[src/rtl/rootport_pkg.sv]
package rootport_pkg;

    typedef enum logic [2:0] {
        PS_OFF       = 3'd0,
        PS_DETACHED  = 3'd1,
        PS_ATTACHED  = 3'd2,
        PS_RESETTING = 3'd3,
        PS_ENABLED   = 3'd4,
        PS_SUSPENDED = 3'd5,
        PS_RESUMING  = 3'd6,
        PS_DISABLED  = 3'd7
    } port_state_e;

    typedef enum logic [2:0] {
        EV_NONE       = 3'd0,
        EV_CHAN       = 3'd1,
        EV_CONN       = 3'd2,
        EV_DISCONN    = 3'd3,
        EV_ENABLED    = 3'd4,
        EV_DISABLED   = 3'd5,
        EV_OVRCUR     = 3'd6,
        EV_OVRCUR_CLR = 3'd7
    } port_event_e;

    localparam int NUM_EVT = 8;

endpackage

[src/rtl/rootport_edge.sv]
// Per-bit edge strobes; POL bit 1 picks the rising edge, 0 the falling edge.
module rootport_edge #(
    parameter int              WIDTH = 4,
    parameter logic [WIDTH-1:0] POL  = '1
) (
    input  logic             clk,
    input  logic             rst_n,
    input  logic [WIDTH-1:0] lvl_i,
    output logic [WIDTH-1:0] pulse_o
);
    typedef struct packed {
        logic [WIDTH-1:0] prev;
    } edge_st_t;

    edge_st_t st_d, st_q;

    always_comb begin
        st_d      = st_q;
        st_d.prev = lvl_i;
    end

    for (genvar i = 0; i < WIDTH; i++) begin : g_bit
        if (POL[i]) begin : g_rise
            assign pulse_o[i] = lvl_i[i] & ~st_q.prev[i];
        end else begin : g_fall
            assign pulse_o[i] = ~lvl_i[i] & st_q.prev[i];
        end
    end

    always_ff @(posedge clk or negedge rst_n) begin
        if (!rst_n) st_q <= '0;
        else        st_q <= st_d;
    end
endmodule

[src/rtl/rootport_mstimer.sv]
// Saturating millisecond counter, cleared on request.
module rootport_mstimer #(
    parameter int LIMIT = 20,
    localparam int CW   = $clog2(LIMIT + 1)
) (
    input  logic          clk,
    input  logic          rst_n,
    input  logic          clr_i,
    input  logic          tick_i,
    output logic [CW-1:0] count_o
);
    typedef struct packed {
        logic [CW-1:0] cnt;
    } tmr_st_t;

    tmr_st_t st_d, st_q;

    always_comb begin
        st_d = st_q;
        if (clr_i)
            st_d.cnt = '0;
        else if (tick_i && st_q.cnt < CW'(LIMIT))
            st_d.cnt = st_q.cnt + 1'b1;
    end

    assign count_o = st_q.cnt;

    always_ff @(posedge clk or negedge rst_n) begin
        if (!rst_n) st_q <= '0;
        else        st_q <= st_d;
    end
endmodule

[src/rtl/rootport_evq.sv]
// Pending-event holder: one event emitted per cycle, lowest code first.
module rootport_evq
    import rootport_pkg::*;
(
    input  logic               clk,
    input  logic               rst_n,
    input  logic [NUM_EVT-1:1] set_i,
    output port_event_e        evt_o
);
    typedef struct packed {
        logic [NUM_EVT-1:1] pend;
    } evq_st_t;

    evq_st_t            st_d, st_q;
    logic [2:0]         pick;
    logic [NUM_EVT-1:1] emit;

    always_comb begin
        pick = '0;
        for (int i = NUM_EVT - 1; i >= 1; i--) begin
            if (st_q.pend[i]) pick = 3'(i);
        end
        emit = '0;
        for (int i = 1; i < NUM_EVT; i++) begin
            if (pick == 3'(i)) emit[i] = 1'b1;
        end
        st_d      = st_q;
        st_d.pend = (st_q.pend & ~emit) | set_i;
    end

    assign evt_o = port_event_e'(pick);

    always_ff @(posedge clk or negedge rst_n) begin
        if (!rst_n) st_q <= '0;
        else        st_q <= st_d;
    end
endmodule

[src/rtl/usb_rootport_ctrl.sv]
module usb_rootport_ctrl
    import rootport_pkg::*;
#(
    parameter int RST_MS = 10,
    parameter int RES_MS = 20,
    parameter int CH_W   = 4
) (
    input  logic            clk,
    input  logic            rst_n,
    input  logic            ms_tick,
    input  logic            pwr_en,
    input  logic            conn_sense,
    input  logic            ovc_sense,
    input  logic            port_err,
    input  logic            ls_sense,
    input  logic            chan_irq,
    input  logic [CH_W-1:0] chan_count,
    input  logic            sw_reset,
    input  logic            sw_disable,
    input  logic            sw_suspend,
    input  logic            sw_resume,
    input  logic            wake_req,
    input  logic            sw_unlock,
    output logic [2:0]      port_state,
    output logic [2:0]      event_code,
    output logic            sof_en,
    output logic            bus_reset,
    output logic            resume_active,
    output logic            dev_ls,
    output logic            dbnc_locked,
    output logic            reset_rejected
);
    localparam int TMAX = (RST_MS > RES_MS) ? RST_MS : RES_MS;
    localparam int TW   = $clog2(TMAX + 1);

    typedef struct packed {
        port_state_e state;
        logic        lock;
        logic        speed_ls;
        logic        rej;
        logic        auto_wake;
    } port_st_t;

    port_st_t           st_d, st_q;
    logic [3:0]         pulses;
    logic [TW-1:0]      ms_cnt;
    logic [NUM_EVT-1:1] ev_set;
    port_event_e        evt;
    logic               rst_rise, rst_go, attached, stop_req, reset_done, resume_done;

    // bit3 overcurrent rise, bit2 overcurrent fall, bit1 channel rise, bit0 reset rise
    rootport_edge #(.WIDTH(4), .POL(4'b1011)) edge_i (
        .clk     (clk),
        .rst_n   (rst_n),
        .lvl_i   ({ovc_sense, ovc_sense, chan_irq, sw_reset}),
        .pulse_o (pulses)
    );

    rootport_mstimer #(.LIMIT(TMAX)) tmr_i (
        .clk     (clk),
        .rst_n   (rst_n),
        .clr_i   (st_d.state != st_q.state),
        .tick_i  (ms_tick),
        .count_o (ms_cnt)
    );

    rootport_evq evq_i (
        .clk   (clk),
        .rst_n (rst_n),
        .set_i (ev_set),
        .evt_o (evt)
    );

    assign rst_rise    = pulses[0];
    assign rst_go      = rst_rise && (chan_count == '0);
    assign attached    = (st_q.state >= PS_ATTACHED);
    assign stop_req    = port_err || sw_disable;
    assign reset_done  = !sw_reset && (ms_cnt >= TW'(RST_MS));
    assign resume_done = (ms_cnt >= TW'(RES_MS)) && (st_q.auto_wake || !sw_resume);

    always_comb begin
        st_d     = st_q;
        st_d.rej = rst_rise && (chan_count != '0);
        ev_set   = '0;
        ev_set[EV_CHAN]       = pulses[1];
        ev_set[EV_OVRCUR]     = pulses[3];
        ev_set[EV_OVRCUR_CLR] = pulses[2];
        if (sw_unlock) st_d.lock = 1'b0;

        if (!pwr_en) begin
            st_d.state     = PS_OFF;
            st_d.lock      = 1'b0;
            st_d.speed_ls  = 1'b0;
            st_d.auto_wake = 1'b0;
        end else if (st_q.state == PS_OFF) begin
            st_d.state = PS_DETACHED;
        end else if (!st_q.lock && st_q.state == PS_DETACHED && conn_sense) begin
            st_d.state      = PS_ATTACHED;
            st_d.lock       = 1'b1;
            ev_set[EV_CONN] = 1'b1;
        end else if (!st_q.lock && attached && !conn_sense) begin
            st_d.state         = PS_DETACHED;
            st_d.lock          = 1'b1;
            st_d.speed_ls      = 1'b0;
            st_d.auto_wake     = 1'b0;
            ev_set[EV_DISCONN] = 1'b1;
        end else begin
            case (st_q.state)
                PS_ATTACHED, PS_DISABLED: begin
                    if (rst_go) st_d.state = PS_RESETTING;
                end
                PS_RESETTING: begin
                    if (reset_done) begin
                        st_d.state         = PS_ENABLED;
                        st_d.speed_ls      = ls_sense;
                        ev_set[EV_ENABLED] = 1'b1;
                    end
                end
                PS_ENABLED, PS_SUSPENDED, PS_RESUMING: begin
                    if (rst_go) begin
                        st_d.state          = PS_RESETTING;
                        st_d.auto_wake      = 1'b0;
                        ev_set[EV_DISABLED] = 1'b1;
                    end else if (stop_req) begin
                        st_d.state          = PS_DISABLED;
                        st_d.auto_wake      = 1'b0;
                        ev_set[EV_DISABLED] = 1'b1;
                    end else if (st_q.state == PS_ENABLED) begin
                        if (sw_suspend) st_d.state = PS_SUSPENDED;
                    end else if (st_q.state == PS_SUSPENDED) begin
                        if (sw_resume) begin
                            st_d.state     = PS_RESUMING;
                            st_d.auto_wake = 1'b0;
                        end else if (wake_req) begin
                            st_d.state     = PS_RESUMING;
                            st_d.auto_wake = 1'b1;
                        end
                    end else if (resume_done) begin
                        st_d.state     = PS_ENABLED;
                        st_d.auto_wake = 1'b0;
                    end
                end
                default: ;
            endcase
        end
    end

    always_ff @(posedge clk or negedge rst_n) begin
        if (!rst_n) st_q <= '{state: PS_OFF, default: '0};
        else        st_q <= st_d;
    end

    assign port_state     = st_q.state;
    assign event_code     = evt;
    assign sof_en         = (st_q.state == PS_ENABLED);
    assign bus_reset      = (st_q.state == PS_RESETTING);
    assign resume_active  = (st_q.state == PS_RESUMING);
    assign dev_ls         = st_q.speed_ls;
    assign dbnc_locked    = st_q.lock;
    assign reset_rejected = st_q.rej;
endmodule

[config.mk]
export PLATFORM = sky130hd
export DESIGN_NAME = usb_rootport_ctrl
export DESIGN_NICKNAME = d
export VERILOG_FILES = /design/src/rtl/rootport_pkg.sv /design/src/rtl/rootport_edge.sv /design/src/rtl/rootport_mstimer.sv /design/src/rtl/rootport_evq.sv /design/src/rtl/usb_rootport_ctrl.sv
export SDC_FILE = /design/constraint.sdc
export NUM_CORES = 1
export LEC_CHECK = 0
export ABC_AREA = 1
export CAP_MARGIN = 20
export CORE_ASPECT_RATIO = 2
export CORE_MARGIN = 5
export CORE_UTILIZATION = 44
export CTS_BUF_LIST = sky130_fd_sc_hd__clkbuf_8
export DETAILED_ROUTE_END_ITERATION = 10
export PLACE_DENSITY = 0.68
export SLEW_MARGIN = 5
export SYNTH_ARGS = -nofsm -noshare
export SYNTH_HDL_FRONTEND = slang
export SYNTH_HIERARCHICAL = 1
export SYNTH_SLANG_ARGS = --single-unit
[constraint.sdc]
create_clock -name clk -period 2.1 [get_ports clk]
set_clock_uncertainty 0.1 [all_clocks]
set_input_delay 0.63 -clock clk [delete_from_list [all_inputs] [get_ports clk]]
set_output_delay 0.63 -clock clk [all_outputs]
set_load 0.005 [all_outputs]
==> results.sh, run 1 <==
export IMPL_final_layout_size_suffix_gt1_share_pct=45.9
export IMPL_yosys_warnings=6
export IMPL_status="finished with violations"
export IMPL_worst_slew_pin_slew_ns=0.303
export IMPL_start_util_pct=45.4
export IMPL_die_area_um2=4840
export IMPL_cts_hold_buf=0
export IMPL_grt_pass1_wl_mm=7.60
export IMPL_clock_path_buffers=2
export IMPL_die_h_um=93.5
export IMPL_power_switching_mw=1.11
export IMPL_slowest_delay_ns=0.46
export IMPL_dp_cells=308
export IMPL_finalWirelength_mm=5.16
export IMPL_cpMaxStageDelayCell="dfrtp_2"
export IMPL_vias=1791
export IMPL_seqPwrFrac_pct=24.6
export IMPL_core_rowCount=30
export IMPL_drv_slew=0
export IMPL_cts_sinks=23
export IMPL_place_congestion=0.872
export IMPL_grt_max_degree=24
export IMPL_ant_nets=0
export IMPL_drtIter0Drc=56
export IMPL_worst_ir_drop_vdd_v=0.000820
export IMPL_area_growth_pct=68.4
export IMPL_drc=0
export IMPL_hp_class="reg -> reg"
export IMPL_critPathLaunchType="flop"
export IMPL_critPathRequiredTime_ns=2.21
export IMPL_portBuffers=30
export IMPL_comb_power_share_pct=64.5
export IMPL_track_usage_pct=21.1
export IMPL_diodes=0
export IMPL_async_flop_share_pct=100
export IMPL_wl_per_cell_um=14.7
export IMPL_hold_violations=0
export IMPL_syn_area_per_cell_um2=6.87
export IMPL_antenna_found_initial=0
export IMPL_core_um2=3380
export IMPL_syn_area_um2=1530
export IMPL_fin_ws_ns=-0.150
export IMPL_hpwl_mm=3.31
export IMPL_internal_power_mw=1.50
export IMPL_io_pin_count=31
export IMPL_path_common_cell="nand2_2"
export IMPL_syn_nets=243
export IMPL_numCtsBuffers=3
export IMPL_yosysSeqAreaShare_pct=37.6
export IMPL_maxCapViolations=0
export IMPL_die_w_um=51.7
export IMPL_dr_pass1_iters=4
export IMPL_slew_headroom_pct=79.7
export IMPL_worstPathArrival_ns=2.36
export IMPL_synth_edff_count=0
export IMPL_p_per_area_nw_per_um2=1010
export IMPL_swShare_pct=42.6
export IMPL_nNetsFinal=339
export IMPL_cts_tree="built"
export IMPL_setup_viol_count_final=6
export IMPL_finalCritPeriodShare_pct=107
export IMPL_clk_transition_reported_paths_ns=0.09
export IMPL_synth_cells=223
export IMPL_leakage_nw=1.41
export IMPL_crit_fanout=5
export IMPL_critPathKind="reg -> reg"
export IMPL_violations="setup timing"
export IMPL_worstSetupEndpointType="flop"
export IMPL_fmax_mhz=444
export IMPL_yosysUniqueCellTypes=31
export IMPL_ys_flop_type="dfrtp_1"
export IMPL_layout_common_cells="buf_4, nand2_1, inv_1"
export IMPL_htree_levels=1
export IMPL_p_clk_share_pct=10.9
export IMPL_via_per_inst=5.12
export IMPL_pre_cts_ws_ns=-0.544
export IMPL_yosys_register_bits=23
export IMPL_grt_ovfl_total=0
export IMPL_clockRootBuffer="clkbuf_8"
export IMPL_layout_commonest_cell="buf_4"
export IMPL_final_cells=350
export IMPL_period_minus_slack_ns=2.25
export IMPL_grt_pass1_vias=1790
export IMPL_rsz0062_at_grt="true"
export IMPL_crit_path_cell_trace="buf_6 -> nor2_4 -> inv_2 -> nand3_4 -> inv_4 -> nor3_4 -> nand2_2 -> clkinv_2 -> nand2_2 -> nand2_2 -> nand2_2 -> nor2_4 -> nand2_4 -> buf_6 -> nor2_4 -> nand2_1 -> nand2_1"
export IMPL_worstSkewPairLatency_ns=0.27
## final timing paths
| check | start | end | slack, ns | depth (start not counted) |
|---|---|---|---|---|
| worst max-delay path | port_state[2] | tmr_i/count_o[3] | -0.15 | 17 |
| worst min-delay path | edge_i/st_q[1] | evq_i/st_q[0] | 0.32 | 1 |
| worst max register to register | port_state[2] | tmr_i/count_o[3] | -0.15 | 17 |
| worst min register to register | edge_i/st_q[1] | evq_i/st_q[0] | 0.32 | 1 |
| max in group asynchronous | rst_n | port_state[1] | 1.04 | 2 |
| min in group asynchronous | rst_n | edge_i/st_q[1] | 0.60 | 2 |
## cell type report
cell class	count	area (um^2)
Tap cell	32	40.0
Clock inverter	1	7.51
Timing Repair Buffer	97	818
Sequential cell	23	578
Fill cell	240	797
Inverter	44	179
Clock buffer	3	41.3
Multi-Input combinational cell	150	917
## routing by layer
layer	track usage, %	vias to the layer above	wire [um]
li1	-	867	-
met2	42.3	55	3040
met5	0	-	0
met1	18.0	844	1640
met4	13.1	0	318
met3	2.71	25	158
## power groups by stage
stage | Combinational [mW] | Clock [mW] | Sequential (mW)
4_1_cts | 1.32 | 0.288 | 0.638
5_1_grt | 1.85 | 0.304 | 0.657
3_3_place_gp | 1.07 | 0 | 0.646
3_5_place_dp | 1.08 | 0 | 0.648
6_report | 1.68 | 0.285 | 0.643
2_1_floorplan | 0.608 | 0 | 0.622
## sequential cells by signal, summed over array words and instances (netlist names)
register,count
evq_i/st_q,7
tmr_i/count_o,5
edge_i/st_q,4
port_state,3
dbnc_locked,1
dev_ls,1
reset_rejected,1
st_q,1
## kinds of logic (layout without fill, tap and decap cells)
group	Yosys count	in the layout	share of synthesized area [%]
buffers and inverters	50	145	14.0
XOR/XNOR	1	1	0.572
flip-flops	23	23	37.6
AND/OR/NAND/NOR	132	132	40.3
AO/OA/AOI/OAI	16	16	6.78
adder cells (fa/ha/maj)	1	1	0.816
## per-stage QoR
| stage | util (%) | hold WS, ns | instance area [um^2] | TNS (ns) | power (mW) |
|---|---|---|---|---|---|
| 5_1_grt | 76.4 | 0.328 | 2580 | -1.11 | 2.81 |
| 3_3_place_gp | 60.6 | 0.300 | 2050 | -2.30 | 1.71 |
| 3_5_place_dp | 60.6 | 0.307 | 2050 | -2.64 | 1.73 |
| 4_1_cts | 69.0 | 0.322 | 2330 | -0.362 | 2.25 |
| 2_1_floorplan | - | 0.234 | 1530 | 0 | 1.23 |
| 6_report | 76.4 | 0.316 | 2580 | -0.399 | 2.61 |
## repair_timing
item                                    CTS  global route
resized for setup                        41            45
setup buffers                            23            15
pin swaps                                24            19
endpoints found under the setup margin   13            17
gates cloned                              0             0
## worst max-delay path: cells and delay by family (launching register included)
family	cells	cell delay [ns]
buf+inv	5	0.46
flops	1	0.46
simple gates	12	1.18
## synthesized netlist by cell type, drive strengths merged (3+ instances only)
library cell / number / area [um^2]
nand2: 70 / 275
inv: 43 / 164
nor2: 32 / 155
dfrtp: 23 / 576
nand3: 23 / 138
a21oi: 7 / 42.5
buf: 5 / 41.3
o21ai: 4 / 23.8
nand4: 3 / 18.8
nor3: 3 / 25.0
No activity file was read; power rests on OpenSTA's default activity.
==> run 2, diff against run 1 <==
- clock period: 2.1 -> 2.48 ns (I/O delays scaled with it)
==> results.sh, run 2 (synthesis results as in run 1) <==
export IMPL_status="complete, no violations"
export IMPL_finalCritPeriodShare_pct=97.0
export IMPL_hp_class="reg -> reg"
export IMPL_drc=0
export IMPL_fin_area_um2=2120
export IMPL_min_from="edge_i/st_q[1]"
export IMPL_layout_commonest_cell="nand2_1"
export IMPL_core_um2=3380
export IMPL_power_switching_mw=0.701
export IMPL_die_h_um=93.5
export IMPL_core_rowCount=30
export IMPL_min_to="evq_i/st_q[0]"
export IMPL_layout_common_cells="nand2_1, inv_1, buf_4"
export IMPL_holdWs_ns=0.315
export IMPL_largest_reg_flops=7
export IMPL_n_fill_cell=332
export IMPL_internal_power_mw=0.973
export IMPL_numCtsBuffers=3
export IMPL_fin_ws_ns=0.0738
export IMPL_slew_headroom_pct=80.1
export IMPL_finalWirelength_mm=3.67
export IMPL_wl_per_cell_um=11.8
export IMPL_cts_hold_buf=0
export IMPL_drv_slew=0
export IMPL_reg2regPathDepth=17
export IMPL_final_cells=310
export IMPL_leakage_nw=1.16
export IMPL_grt_pass1_wl_mm=5.89
export IMPL_drtIter0Drc=19
export IMPL_p_per_area_nw_per_um2=788
export IMPL_critPathLaunchType="flop"
export IMPL_critPathRequiredTime_ns=1.64
export IMPL_htree_levels=1
export IMPL_period_minus_slack_ns=2.41
export IMPL_worst_ir_drop_vdd_v=0.000570
export IMPL_regToRegStartpoint="port_state[2]"
export IMPL_portBuffers=30
export IMPL_diodes=0
export IMPL_start_util_pct=45.4
export IMPL_track_usage_pct=16.6
export IMPL_antenna_found_initial=0
export IMPL_r2r_end="tmr_i/count_o[0]"
export IMPL_pre_cts_ws_ns=-0.261
export IMPL_maxCapViolations=0
export IMPL_clock_path_buffers=2
export IMPL_vias=1516
export IMPL_worstSetupEndpointType="output port"
export IMPL_fin_setup_tns_ns=0
export IMPL_nNetsFinal=299
export IMPL_hold_depth=1
export IMPL_place_congestion=0.814
export IMPL_critPathKind="reg -> out"
export IMPL_grt_max_degree=24
export IMPL_ant_nets=0
export IMPL_worst_slew_pin_slew_ns=0.299
export IMPL_fmax_mhz=416
export IMPL_io_pin_count=31
export IMPL_setup_worst_path_start="port_state[1]"
export IMPL_seqPwrFrac_pct=32.4
export IMPL_dr_pass1_iters=4
export IMPL_hold_violations=0
export IMPL_placed_cell_area_um2=1950
export IMPL_cts_sinks=23
export IMPL_comb_power_share_pct=53.3
export IMPL_setup_viol_count_final=0
export IMPL_dp_cells=295
export IMPL_swShare_pct=41.9
export IMPL_hpwl_mm=2.99
export IMPL_worstSkewPairLatency_ns=0.27
export IMPL_regMostFlops="evq_i/st_q"
export IMPL_final_layout_size_suffix_gt1_share_pct=25.5
export IMPL_grt_pass1_vias=1436
export IMPL_grt_ovfl_total=0
export IMPL_p_clk_share_pct=14.3
export IMPL_clk_transition_reported_paths_ns=0.08
export IMPL_via_per_inst=4.89
export IMPL_ff2ff_setup_slack_ns=0.27
export IMPL_die_w_um=51.7
export IMPL_crit_fanout=7
export IMPL_cts_tree="built"
export IMPL_die_area_um2=4840
export IMPL_area_growth_pct=38.6
export IMPL_clockRootBuffer="clkbuf_8"
export IMPL_worstPathArrival_ns=1.56
## run 2: cell types whose count changed in the layout (fill, tap and decap cells not counted), sizes merged
cell / delta
buf: -40
clkdlybuf4s50: +11
dlygate4sd2: -8
clkbuf: -2
clkdlybuf4s15: -1
clkinv: +1
clkinvlp: -1
## run 2: area by class of cell
| type | count | area [um^2] | area share (%) |
|---|---|---|---|
| clock inverters | 1 | 5.00 | 0.236 |
| clock buffers | 3 | 41.3 | 1.94 |
| multi-input cells | 150 | 779 | 36.7 |
| well taps | 32 | 40.0 | 1.88 |
| inverters | 44 | 169 | 7.95 |
| repair buffers | 57 | 512 | 24.1 |
| flip-flops and latches | 23 | 578 | 27.2 |
## run 2: per-stage QoR
stage | total power, mW | utilization [%]
final | 1.67 | 62.9
after global routing | 1.82 | 62.9
after CTS | 1.64 | 60.0
after detailed placement | 1.35 | 57.7
after global placement | 1.34 | 57.7
after floorplan | 1.04 | -
## run 2: power groups by stage
stage	clock network (mW)	registers, mW	logic (mW)
2_1_floorplan	0	0.527	0.515
3_5_place_dp	0	0.553	0.794
6_report	0.240	0.542	0.892
4_1_cts	0.246	0.544	0.848
5_1_grt	0.261	0.554	1.00
3_3_place_gp	0	0.550	0.791
## run 2: worst max-delay path by stage
stage                             to  slack, ns  depth (start not counted)
finish                        sof_en       0.07                          4
global route        tmr_i/count_o[0]      -0.02                         15
CTS                    event_code[1]      -0.01                          4
detailed placement  tmr_i/count_o[0]      -0.26                         16
global placement    tmr_i/count_o[0]      -0.22                         17
floorplan           tmr_i/count_o[3]       0.36                         16
## run 2: worst max-delay path, cell delays in order, from the launching register on
cell	delay, ns
dfrtp_2	0.47
inv_2	0.14
nand3_1	0.12
inv_1	0.07
clkdlybuf4s50_1	0.49
## run 2: layer usage
metal,part of all wire [%],up-vias,GRT usage [%]
met5,0,-,0
met4,4.5,0,10.9
met3,2.3,11,2.07
met2,59,22,32.0
met1,34,696,15.0
li1,-,787,-
## run 2: timing repair
item                                    4_1_cts  5_1_grt
endpoints found under the setup margin        5       10
gates resized for setup                       4       14
pin swaps                                     2        4
cloned                                        0        0
setup buffers                                 3        8
==> run 3, diff against run 2 <==
- CORE_MARGIN: 5 -> not set
==> results.sh, run 3 (synthesis results as in run 1) <==
export IMPL_status="finished with violations"
export IMPL_violations="DRC"
export IMPL_r2r_end="tmr_i/count_o[3]"
export IMPL_maxCapViolations=0
export IMPL_cts_sinks=23
export IMPL_drtIter0Drc=22
export IMPL_clockRootBuffer="clkbuf_8"
export IMPL_crit_fanout=3
export IMPL_nNetsFinal=295
export IMPL_start_util_pct=45.9
export IMPL_core_um2=3340
export IMPL_largest_reg_flops=7
export IMPL_worst_slew_pin_slew_ns=0.303
export IMPL_final_cells=306
export IMPL_grt_ovfl_total=0
export IMPL_cts_hold_buf=0
export IMPL_worst_ir_drop_vdd_v=0.000599
export IMPL_layout_commonest_cell="nand2_1"
export IMPL_setup_viol_count_final=0
export IMPL_p_per_area_nw_per_um2=803
export IMPL_antenna_found_initial=0
export IMPL_io_pin_count=31
export IMPL_clk_transition_reported_paths_ns=0.08
export IMPL_die_w_um=43.7
export IMPL_grt_max_degree=24
export IMPL_n_fill_cell=317
export IMPL_portBuffers=30
export IMPL_dp_cells=298
export IMPL_fin_area_um2=2120
export IMPL_finalCritPeriodShare_pct=98.0
export IMPL_setup_worst_path_start="chan_count[0]"
export IMPL_multi_input_area_um2=788
export IMPL_final_layout_size_suffix_gt1_share_pct=25.2
export IMPL_placed_cell_area_um2=1970
export IMPL_layout_common_cells="nand2_1, inv_1, clkdlybuf4s50_1"
export IMPL_fmax_mhz=411
export IMPL_ant_nets=0
export IMPL_worstSkewPairLatency_ns=0.27
export IMPL_regToRegStartpoint="port_state[2]"
export IMPL_critPathKind="in -> reg"
export IMPL_dr_pass1_iters=7
export IMPL_worstPathArrival_ns=2.54
export IMPL_slew_headroom_pct=79.8
export IMPL_ff_latch_area_um2=578
export IMPL_clock_path_buffers=2
export IMPL_hp_class="reg -> reg"
export IMPL_grt_pass1_wl_mm=6.02
export IMPL_worstSetupEndpointType="flop"
export IMPL_htree_levels=1
export IMPL_area_growth_pct=38.5
export IMPL_final_util_pct=63.6
export IMPL_hpwl_mm=2.95
export IMPL_die_h_um=85.5
export IMPL_wl_per_cell_um=12.2
export IMPL_reg2regPathDepth=16
export IMPL_hold_violations=0
export IMPL_track_usage_pct=21.6
export IMPL_place_congestion=0.875
export IMPL_drc=2
export IMPL_drv_slew=0
export IMPL_vias=1527
export IMPL_pre_cts_ws_ns=-0.347
export IMPL_hold_depth=1
export IMPL_ff2ff_setup_slack_ns=0.40
export IMPL_critPathLaunchType="input pin"
export IMPL_regMostFlops="evq_i/st_q"
export IMPL_diodes=0
export IMPL_die_area_um2=3740
export IMPL_cp_endpoint="tmr_i/count_o[3]"
export IMPL_core_rowCount=30
export IMPL_period_minus_slack_ns=2.43
export IMPL_numCtsBuffers=3
export IMPL_critPathRequiredTime_ns=2.59
export IMPL_via_per_inst=4.99
export IMPL_fin_ws_ns=0.0491
export IMPL_finalWirelength_mm=3.74
export IMPL_cts_tree="built"
export IMPL_leakage_nw=1.16
export IMPL_grt_pass1_vias=1500
-- run 3: cell type report --
type,count,share of cell area [%]
Multi-Input combinational cell,150,37.1
Sequential cell,23,27.2
Timing Repair Buffer,53,23.3
Inverter,44,8.19
Clock buffer,3,1.94
Tap cell,32,1.89
Clock inverter,1,0.354
-- run 3: worst min path at each step --
| stage | from | slack [ns] | endpoint |
|---|---|---|---|
| floorplan | rst_n | 0.35 | dbnc_locked |
| global placement | edge_i/st_q[1] | 0.30 | evq_i/st_q[0] |
| detailed placement | edge_i/st_q[1] | 0.31 | evq_i/st_q[0] |
| CTS | edge_i/st_q[1] | 0.33 | evq_i/st_q[0] |
| global route | edge_i/st_q[1] | 0.33 | evq_i/st_q[0] |
| finish | edge_i/st_q[1] | 0.32 | evq_i/st_q[0] |
-- run 3: through the flow --
step	hold WS (ns)	setup TNS, ns	power [mW]
6_report	0.323	0	1.70
5_1_grt	0.331	-0.0613	1.84
4_1_cts	0.329	-0.0257	1.66
3_5_place_dp	0.314	-1.42	1.36
3_3_place_gp	0.297	-1.17	1.35
2_1_floorplan	0.348	0	1.04
-- run 3: worst max-delay path: stages --
cell	delay, ns
clkdlybuf4s50_1	0.46
nor2_1	0.06
nand3_2	0.09
nand2_2	0.08
buf_4	0.14
nor2_1	0.07
nand2_1	0.06
nand2_2	0.08
nand3_2	0.08
nand2_1	0.08
inv_1	0.04
nor2_1	0.12
nand2_2	0.10
buf_6	0.14
nor2_2	0.10
nand2_1	0.05
nand2_1	0.05
-- run 3: what timing repair did --
item	in CTS	in global routing
pin swaps	2	13
setup endpoints to repair	6	10
setup buffers	2	2
endpoints found under the hold margin	0	0
resized for setup	7	18
-- run 3: power by group --
| part | total, mW | leakage [nW] | internal (mW) | switching [mW] |
|---|---|---|---|---|
| Combinational | 0.911 | 0.850 | 0.417 | 0.494 |
| Clock | 0.241 | 0.0217 | 0.114 | 0.127 |
| Sequential | 0.552 | 0.292 | 0.456 | 0.0965 |
-- run 3: metal layers --
metal | up-vias | wire [um] | GRT usage (%)
met4 | 0 | 78 | 9.66
met5 | - | 0 | 0
met2 | 21 | 2290 | 44.0
li1 | 780 | - | -
met1 | 719 | 1280 | 19.3
met3 | 7 | 88 | 2.13
